==> src/rtl/scl_div_pkg.sv <==
// Package: shared defaults and the phase encoding for the serial clock divider.
// Assumes: nothing; pure declarations.
package scl_div_pkg;
    localparam int DEF_HALF_W = 16;   // width of each phase field
    localparam int DEF_PRE_W  = 3;    // prescaler bits (divide by 2**PRE_W = 8)

    typedef enum logic {
        PH_LOW  = 1'b0,
        PH_HIGH = 1'b1
    } scl_phase_e;
endpackage

==> src/rtl/scl_prescale.sv <==
// Module: free-running power-of-two prescaler.
// Does: counts input cycles while run is high and flags the last count (tc).
// Assumes: run rises in the same cycle the phase logic starts a phase, so the
// count is zero in that phase's first cycle.
module scl_prescale #(
    parameter int PRE_W = 3
) (
    input  logic             clk,
    input  logic             rst_n,
    input  logic             run,
    output logic [PRE_W-1:0] pre,
    output logic             tc
);
    localparam logic [PRE_W-1:0] PRE_LAST = '1;

    // Purpose: advance the prescale count, clear it when idle.
    always_ff @(posedge clk) begin
        if (!rst_n || !run) begin
            pre <= '0;
        end else begin
            pre <= pre + 1'b1;
        end
    end

    assign tc = run && (pre == PRE_LAST);


    pre_step_chk: assert property (@(posedge clk) disable iff (!rst_n)
        (run && $past(run)) |-> (pre == PRE_W'($past(pre) + 1'b1)));
endmodule

==> src/rtl/scl_div_shadow.sv <==
// Module: shadow copy of the divider word.
// Does: captures the high and low fields when load is high and holds them otherwise.
// Assumes: load is high while idle and at the edge where scl rises.
module scl_div_shadow #(
    parameter int HALF_W = 16
) (
    input  logic              clk,
    input  logic              rst_n,
    input  logic              load,
    input  logic [2*HALF_W-1:0] word_in,
    output logic [HALF_W-1:0] hi_lim,
    output logic [HALF_W-1:0] lo_lim
);
    // Purpose: hold the active phase limits, refresh only on load.
    always_ff @(posedge clk) begin
        if (!rst_n) begin
            hi_lim <= '0;
            lo_lim <= '0;
        end else if (load) begin
            hi_lim <= word_in[2*HALF_W-1:HALF_W];
            lo_lim <= word_in[HALF_W-1:0];
        end
    end


    shadow_hold_chk: assert property (@(posedge clk) disable iff (!rst_n)
        !$past(load) |-> ($stable(hi_lim) && $stable(lo_lim)));
endmodule

==> src/rtl/scl_phase_ctrl.sv <==
// Module: phase sequencer.
// Does: keeps scl high when idle, starts with a low phase, and counts prescaler
// wraps until the current phase limit is reached. Then it flips scl.
// Assumes: tc is high for one cycle per prescaler wrap, and the limits only
// change at the rise event this module reports.
module scl_phase_ctrl
    import scl_div_pkg::*;
#(
    parameter int HALF_W = 16
) (
    input  logic              clk,
    input  logic              rst_n,
    input  logic              enable,
    input  logic              tc,
    input  logic [HALF_W-1:0] hi_lim,
    input  logic [HALF_W-1:0] lo_lim,
    output logic              running,
    output logic              scl,
    output logic [HALF_W-1:0] cnt,
    output logic              rise_evt
);
    scl_phase_e       phase;
    logic [HALF_W-1:0] lim;
    logic              at_lim;

    assign lim      = (phase == PH_HIGH) ? hi_lim : lo_lim;
    assign at_lim   = (cnt == lim);
    assign rise_evt = running && tc && (phase == PH_LOW) && at_lim;
    assign scl      = (phase == PH_HIGH);

    // Purpose: sequence idle, low and high phases and count prescaler wraps.
    always_ff @(posedge clk) begin
        if (!rst_n || !enable) begin
            running <= 1'b0;
            phase   <= PH_HIGH;
            cnt     <= '0;
        end else if (!running) begin
            running <= 1'b1;
            phase   <= PH_LOW;
            cnt     <= '0;
        end else if (tc) begin
            if (at_lim) begin
                phase <= (phase == PH_HIGH) ? PH_LOW : PH_HIGH;
                cnt   <= '0;
            end else begin
                cnt <= cnt + 1'b1;
            end
        end
    end


    idle_high_chk: assert property (@(posedge clk) disable iff (!rst_n)
        !enable |=> (scl && !running));

    start_low_chk: assert property (@(posedge clk) disable iff (!rst_n)
        (running && !$past(running)) |-> !scl);

    flip_on_wrap_chk: assert property (@(posedge clk) disable iff (!rst_n)
        (running && $past(running) && !$stable(scl)) |-> $past(tc));

    cnt_bound_chk: assert property (@(posedge clk) disable iff (!rst_n)
        running |-> (cnt <= lim));
endmodule

==> src/rtl/scl_strobe_dec.sv <==
// Module: strobe decoder.
// Does: forms the phase index {cnt, pre} and decodes the edge and midpoint strobes.
// Assumes: the index is zero in the first cycle of every phase and rises by one each cycle.
module scl_strobe_dec #(
    parameter int HALF_W = 16,
    parameter int PRE_W  = 3
) (
    input  logic              clk,
    input  logic              rst_n,
    input  logic              running,
    input  logic              scl,
    input  logic [HALF_W-1:0] cnt,
    input  logic [PRE_W-1:0]  pre,
    input  logic [HALF_W-1:0] hi_lim,
    input  logic [HALF_W-1:0] lo_lim,
    output logic              fall_stb,
    output logic              rise_stb,
    output logic              high_mid_stb,
    output logic              low_mid_stb
);
    localparam int IDX_W = HALF_W + PRE_W;

    logic [IDX_W-1:0] idx;
    logic [IDX_W-1:0] hi_mid_idx;
    logic [IDX_W-1:0] lo_mid_idx;

    // Purpose: half of a phase length, (lim+1) * 2**(PRE_W-1).
    always_comb begin
        idx        = {cnt, pre};
        hi_mid_idx = ({{PRE_W{1'b0}}, hi_lim} + IDX_W'(1)) << (PRE_W - 1);
        lo_mid_idx = ({{PRE_W{1'b0}}, lo_lim} + IDX_W'(1)) << (PRE_W - 1);
    end

    // Purpose: decode the four single-cycle strobes.
    always_comb begin
        fall_stb     = running && !scl && (idx == '0);
        rise_stb     = running &&  scl && (idx == '0);
        high_mid_stb = running &&  scl && (idx == hi_mid_idx);
        low_mid_stb  = running && !scl && (idx == lo_mid_idx);
    end


    strobe_excl_chk: assert property (@(posedge clk) disable iff (!rst_n)
        $onehot0({fall_stb, rise_stb, high_mid_stb, low_mid_stb}));

    fall_single_chk: assert property (@(posedge clk) disable iff (!rst_n)
        fall_stb |=> !fall_stb);

    mid_level_chk: assert property (@(posedge clk) disable iff (!rst_n)
        (high_mid_stb |-> scl) and (low_mid_stb |-> !scl));
endmodule

==> src/rtl/scl_clk_gen.sv <==
// Module: top of the serial clock divider.
// Does: wires prescaler, shadow limits, phase sequencer and strobe decoder.
// Assumes: clk is the peripheral clock and rst_n is synchronous to it.
module scl_clk_gen
    import scl_div_pkg::*;
#(
    parameter int HALF_W = DEF_HALF_W,
    parameter int PRE_W  = DEF_PRE_W
) (
    input  logic                clk,
    input  logic                rst_n,
    input  logic                enable,
    input  logic [2*HALF_W-1:0] div_word,
    output logic                scl,
    output logic                fall_stb,
    output logic                rise_stb,
    output logic                high_mid_stb,
    output logic                low_mid_stb
);
    logic              running;
    logic              tc;
    logic              rise_evt;
    logic              load;
    logic [PRE_W-1:0]  pre;
    logic [HALF_W-1:0] cnt;
    logic [HALF_W-1:0] hi_lim;
    logic [HALF_W-1:0] lo_lim;

    // Purpose: refresh the limits while idle or exactly at a rising scl edge.
    assign load = !running || rise_evt;

    scl_prescale #(.PRE_W(PRE_W)) u_pre (
        .clk(clk), .rst_n(rst_n), .run(running), .pre(pre), .tc(tc)
    );

    scl_div_shadow #(.HALF_W(HALF_W)) u_shadow (
        .clk(clk), .rst_n(rst_n), .load(load), .word_in(div_word),
        .hi_lim(hi_lim), .lo_lim(lo_lim)
    );

    scl_phase_ctrl #(.HALF_W(HALF_W)) u_phase (
        .clk(clk), .rst_n(rst_n), .enable(enable), .tc(tc),
        .hi_lim(hi_lim), .lo_lim(lo_lim), .running(running),
        .scl(scl), .cnt(cnt), .rise_evt(rise_evt)
    );

    scl_strobe_dec #(.HALF_W(HALF_W), .PRE_W(PRE_W)) u_dec (
        .clk(clk), .rst_n(rst_n), .running(running), .scl(scl),
        .cnt(cnt), .pre(pre), .hi_lim(hi_lim), .lo_lim(lo_lim),
        .fall_stb(fall_stb), .rise_stb(rise_stb),
        .high_mid_stb(high_mid_stb), .low_mid_stb(low_mid_stb)
    );


    drop_no_rise_chk: assert property (@(posedge clk) disable iff (!rst_n)
        !enable |=> !rise_stb);
endmodule

==> config.mk <==
export PLATFORM = sky130hd
export DESIGN_NAME = scl_clk_gen
export DESIGN_NICKNAME = d
export VERILOG_FILES = /design/src/rtl/scl_div_pkg.sv /design/src/rtl/scl_prescale.sv /design/src/rtl/scl_div_shadow.sv /design/src/rtl/scl_phase_ctrl.sv /design/src/rtl/scl_strobe_dec.sv /design/src/rtl/scl_clk_gen.sv
export SDC_FILE = /design/constraint.sdc
export NUM_CORES = 1
export LEC_CHECK = 0
export BUFFER_PORTS_ARGS = -buffer_cell sky130_fd_sc_hd__buf_2
export CAP_MARGIN = 20
export CORE_ASPECT_RATIO = 0.7
export CORE_UTILIZATION = 25
export DETAILED_ROUTE_END_ITERATION = 16
export HOLD_SLACK_MARGIN = 0.06
export PLACE_DENSITY = 0.53
export SLEW_MARGIN = 20
export SYNTH_ARGS = -nofsm -noshare
export SYNTH_HDL_FRONTEND = slang
export SYNTH_SLANG_ARGS = --single-unit
==> constraint.sdc <==
create_clock -name clk -period 6.6 [get_ports clk]
set_clock_uncertainty 0.1 [all_clocks]
set_input_delay 0.66 -clock clk [delete_from_list [all_inputs] [get_ports clk]]
set_output_delay 0.66 -clock clk [all_outputs]
set_load 0.02 [all_outputs]
After elaboration in Yosys (flattened, before gate mapping)

Cells that the tools add are included.

Register bits: 53
Latch bits: 0
Bits in writable memories: 0
ROM bits: 0
Input port bits: 35
Memories: 0

$add $sub $neg: 4
$mul: 0
Divide/modulo/power cells: 0
Order comparisons: 0
Equal/unequal tests: 6
Shifts and indexed selects: 0
Multiplexer cells: 7
Bitwise operators: 2
Reduce and logical (&&, ||, !) cells: 20

Operator list:

| operator                                               | number |
|---|---|
| equality test 19 bit                                   | 2 |
| adder 16 x 1 -> 17 bit (second input constant)         | 2 |
| 2-to-1 mux 16 bit                                      | 2 |
| logical NOT 19 bit                                     | 1 |
| adder 16 x 1 -> 16 bit (second input constant)         | 1 |
| equality test 16 bit                                   | 1 |
| logical AND 1 bit                                      | 10 |
| 2-to-1 mux 1 bit                                       | 5 |
| logical NOT 1 bit                                      | 4 |
| adder 3 x 1 -> 3 bit (second input constant)           | 1 |
| equality test 3 bit (second input constant)            | 1 |
| logical OR 1 bit                                       | 3 |
| inequality test 2 x 1 -> 1 bit (second input constant) | 1 |
| inequality test 2 bit (second input constant)          | 1 |
| inverter 1 bit                                         | 2 |
| AND reduction 2 bit                                    | 1 |
| OR reduction 2 bit                                     | 1 |

Logic depth before layout (Yosys ltp)

Depth in word-level cells: 6
Gate-level depth with buffers: 10

Cells and area by module

From an unflattened synthesis, not the netlist that was laid out.

Cell total of the unflattened synthesis: 433
Area total of the unflattened synthesis: 3798.6 µm²

By module, submodules not included:

| module         | instances | cells an instance | area an instance (µm²) |
|---|---|---|---|
| scl_strobe_dec | 1         | 197               | 1295.0 |
| scl_div_shadow | 1         | 103               | 1243.7 |
| scl_phase_ctrl | 1         | 123               | 1139.8 |
| scl_prescale   | 1         | 9                 | 113.9 |
| scl_clk_gen    | 1         | 1                 | 6.3 |

Worst setup path after synthesis

Ideal clock, no wire load.

Kind: flip-flop to output port
From: register u_shadow.hi_lim[0]
To: output high_mid_stb
Data arrival time: 2606 ps
Required time: 5840 ps
Slack: 3234 ps
Stages on the path, launching flop included: 8
Cell sequence: dfxtp_1 > ha_1 > and4_1 > nand4_1 > o21a_1 > nor3_1 > o2111ai_1 > a2111oi_0

Cells in the longest elaborated chain, start to end: 3

RTL lines:

| item                     | RTL line             | RTL |
|---|---|---|
| start: declaration       | scl_div_shadow.sv:11 | `output logic [HALF_W-1:0] hi_lim,` |
| start signal: assignment | scl_div_shadow.sv:20 | `hi_lim <= word_in[2*HALF_W-1:HALF_W];` |
| adder 16 x 1 -> 17 bit   | scl_strobe_dec.sv:30 | `hi_mid_idx = ({{PRE_W{1'b0}}, hi_lim} + IDX_W'(1)) << (PRE_W - 1);` |
| equality test 19 bit     | scl_strobe_dec.sv:38 | `high_mid_stb = running && scl && (idx == hi_mid_idx);` |
| logical AND 1 bit        | scl_strobe_dec.sv:38 |  |
| end: declaration         | scl_clk_gen.sv:17    | `output logic high_mid_stb,` |

No other way between the ends.

Final worst setup path

From: register u_shadow.lo_lim[0]
To: output low_mid_stb

Cells in the longest elaborated chain, start to end: 3

RTL lines:

| item                     | RTL line             | RTL |
|---|---|---|
| start: declaration       | scl_div_shadow.sv:12 | `output logic [HALF_W-1:0] lo_lim` |
| start signal: assignment | scl_div_shadow.sv:21 | `lo_lim <= word_in[HALF_W-1:0];` |
| adder 16 x 1 -> 17 bit   | scl_strobe_dec.sv:31 | `lo_mid_idx = ({{PRE_W{1'b0}}, lo_lim} + IDX_W'(1)) << (PRE_W - 1);` |
| equality test 19 bit     | scl_strobe_dec.sv:39 | `low_mid_stb = running && !scl && (idx == lo_mid_idx);` |
| logical AND 1 bit        | scl_strobe_dec.sv:39 |  |
| end: declaration         | scl_clk_gen.sv:18    | `output logic low_mid_stb` |

No other way between the ends.

==> run metrics <==
largest net degree at the start of global routing 70; CTS buffer count 5; Slew HR 29.2%; CTS root buf clkbuf_16; clock power share 35.6%; n_diodes 0; # nets final 520; fraction of registers with async set/reset 0%; die area 15700 sq um; post-synthesis sequential area ratio 28.0%; flop2flop setup slack 3.47 ns; cell chain of the critical path ha_1, nand4_1, or4_1, mux2i_1, mux2i_1, a21oi_1, nor4_1, buf_2; netlist area before placement 3790 sq um; Pwr Density 175 nW/um^2; CTS Hold Buffers Added 0; Worst Path Required 5.84 ns; first-pass iteration count of the detailed router 5; Yosys cell types 48; Avg WL per Cell 15.2 um; FILL cells 1566; commonest non-fill, non-tap cell in the layout nand2_1; slowest stage delay, CP 0.65 ns; Reg clk slew, reported paths 0.07 ns; port bufs 39; most frequent CP cell mux2i_1; Sw Share 27.5%; flops & latches, synth 53; most frequent cells in the layout nand2_1, dfxtp_1, mux2i_1, xnor2_1, buf_2; drc violations 0; first-pass GRT wire length 16900 um; non-filler cells, final 675; RD Place Congestion 0.871; status complete, no violations; post-CTS setup buffers 0; Post-CTS Resized 0; CP Data Arrival Time 2.83 ns; Tot GR Track Use 13.6%; Crit. End Element output port; combinational power share 14.2%; max-slew violations 0; Die Y 105 um; cell row count 37; layout cells sized above 1 10.6%; highest ir drop seen on vdd 0.103 mV; grt ovf 0; Total Power 727 uW; Fin. Hold Viols 0; Hold Path Class flip-flop to flip-flop; Clock Tree Buf Depth 2; worst-path fanout max 6; initial core utilization 25.7%; Least-Margin Pin Slew 1.06 ns; clock sinks 53; Avg Cell Area, Syn 8.04 sq um; fmax 278 MHz; Period Utilization, post-route 54.4%; Post-DP HPWL 7840 um; Synthesized Nets 513; CTS tree yes; internal power 527 uW; MaxCap Viol Count 0; Finished Cell Area 4150 sq um; Final Setup Violations 0; Most used DFF post-synth dfxtp_1; worst hold margin 0.429 ns; Slowest-stage cell, CP or4_1; initial antenna violation count 0; via/cell ratio 4.92; vias 3319; Post-DRT Antenna Nets 0; Area after DPL 4010 sq um; Post-synth EDFFs 0; RSZ-0062 raised after global routing no; Initial DRC Count 264; minimum clock period 3.59 ns; Ports 40; Leakage Power 0.00156 uW; Setup crit start kind flip-flop; placed insts 667; WL final 10300 um; final setup TNS 0 ns; Sequential Power Share 50.2%; Worst Setup Path Type flip-flop to output port; H-tree depth 2; vias in the first global route 3250; core area 14800 sq um; Mapped Cells 472; Area Growth Syn to Fin 9.36%; Psw 200 uW; Worst-Skew Late Latency 0.29 ns; die span in x 149 um; Ys Warns 0
registers in the layout (all words and copies together), names as in the netlist:
name             count
u_shadow.lo_lim     16
u_shadow.hi_lim     16
u_phase.scl          1
u_phase.cnt         16
u_phase.running      1
u_pre.pre            3
power by group through the flow:
stage          sequential, uW  combinational (uW)  clock [uW]
6_report                  365                 103         259
5_1_grt                   368                 114         282
4_1_cts                   364                 103         266
3_5_place_dp              372                 102           0
3_3_place_gp              371                99.3           0
2_1_floorplan             354                91.9           0
kinds of logic after synthesis:
| family | after synthesis | synth area share [%] |
|---|---|---|
| buffers and inverters | 46 | 6.76 |
| AOI/OAI and AO/OA | 38 | 6.86 |
| DFF | 53 | 28.0 |
| and+or+nand+nor | 214 | 28.1 |
| xor gates and xnor gates | 62 | 14.3 |
| muxes | 53 | 14.0 |
| adders and majority gates | 6 | 1.98 |
cell type report:
type	instances	area, sq um	share of cell area (%)
clock buffer	7	133	3.20
inverter	6	22.5	0.543
multi-input combinational	373	2480	59.7
timing repair buffer	40	203	4.88
clock inverter	1	7.51	0.181
sequential	53	1060	25.6
tap	195	244	5.88
metrics by stage:
| stage | worst slack [ns] | util, % |
|---|---|---|
| after global placement | 3.30 | 27.1 |
| after floorplan | 3.23 | - |
| after detailed placement | 3.13 | 27.1 |
| after global routing | 2.81 | 28.1 |
| after CTS | 2.93 | 28.1 |
| final | 3.01 | 28.1 |
path summary, 6_finish.rpt:
kind | startpoint | end | depth (start not counted)
setup reg to reg | u_phase.scl | u_phase.cnt[10] | 6
setup / recovery | u_shadow.lo_lim[0] | low_mid_stb | 8
hold / removal | u_shadow.hi_lim[1] | u_shadow.hi_lim[1] | 2
hold reg to reg | u_shadow.hi_lim[1] | u_shadow.hi_lim[1] | 2
per-layer routing:
layer / track usage, % / wire [um] / part of all wire [%] / up-vias
met5: 0 / 0 / 0 / -
met4: 2.70 / 58 / 0.56 / 0
met3: 2.79 / 707 / 6.9 / 6
met2: 19.6 / 4130 / 40 / 121
met1: 20.5 / 5380 / 52 / 1551
li1: - / - / - / 1641
synthesized netlist by cell type, types with 4 or more instances:
cell      count  area [sq um]
nand3b_1      4          30.0
nand2_1      87           327
mux2i_1      51           510
clkbuf_1     28           105
o211ai_1      4          30.0
xor2_1       20           175
buf_12        4          80.1
nor3_1        9          45.0
dfxtp_1      53          1060
a21oi_1       8          40.0
and4_1        9          78.8
nor2_1       26          97.6
xnor2_1      42           368
nor4_1       12          75.1
o21ai_0       5          25.0
and2_1        7          43.8
and3_1        8          50.1
ha_1          6          75.1
nand4_1      10          62.6
nand3_1      18          90.1
inv_1         6          22.5
nor2b_1      11          68.8
worst max-delay path, delay by kind of cell, from the launching register on:
family                     cells  cell delay, ns
and+or+nand+nor                3            1.23
DFF                            1            0.42
muxes                          2            0.32
adders and majority gates      1            0.25
buffers and inverters          1            0.24
AOI/OAI and AO/OA              1            0.08
Note: power is estimated with default switching activity, not from simulation.
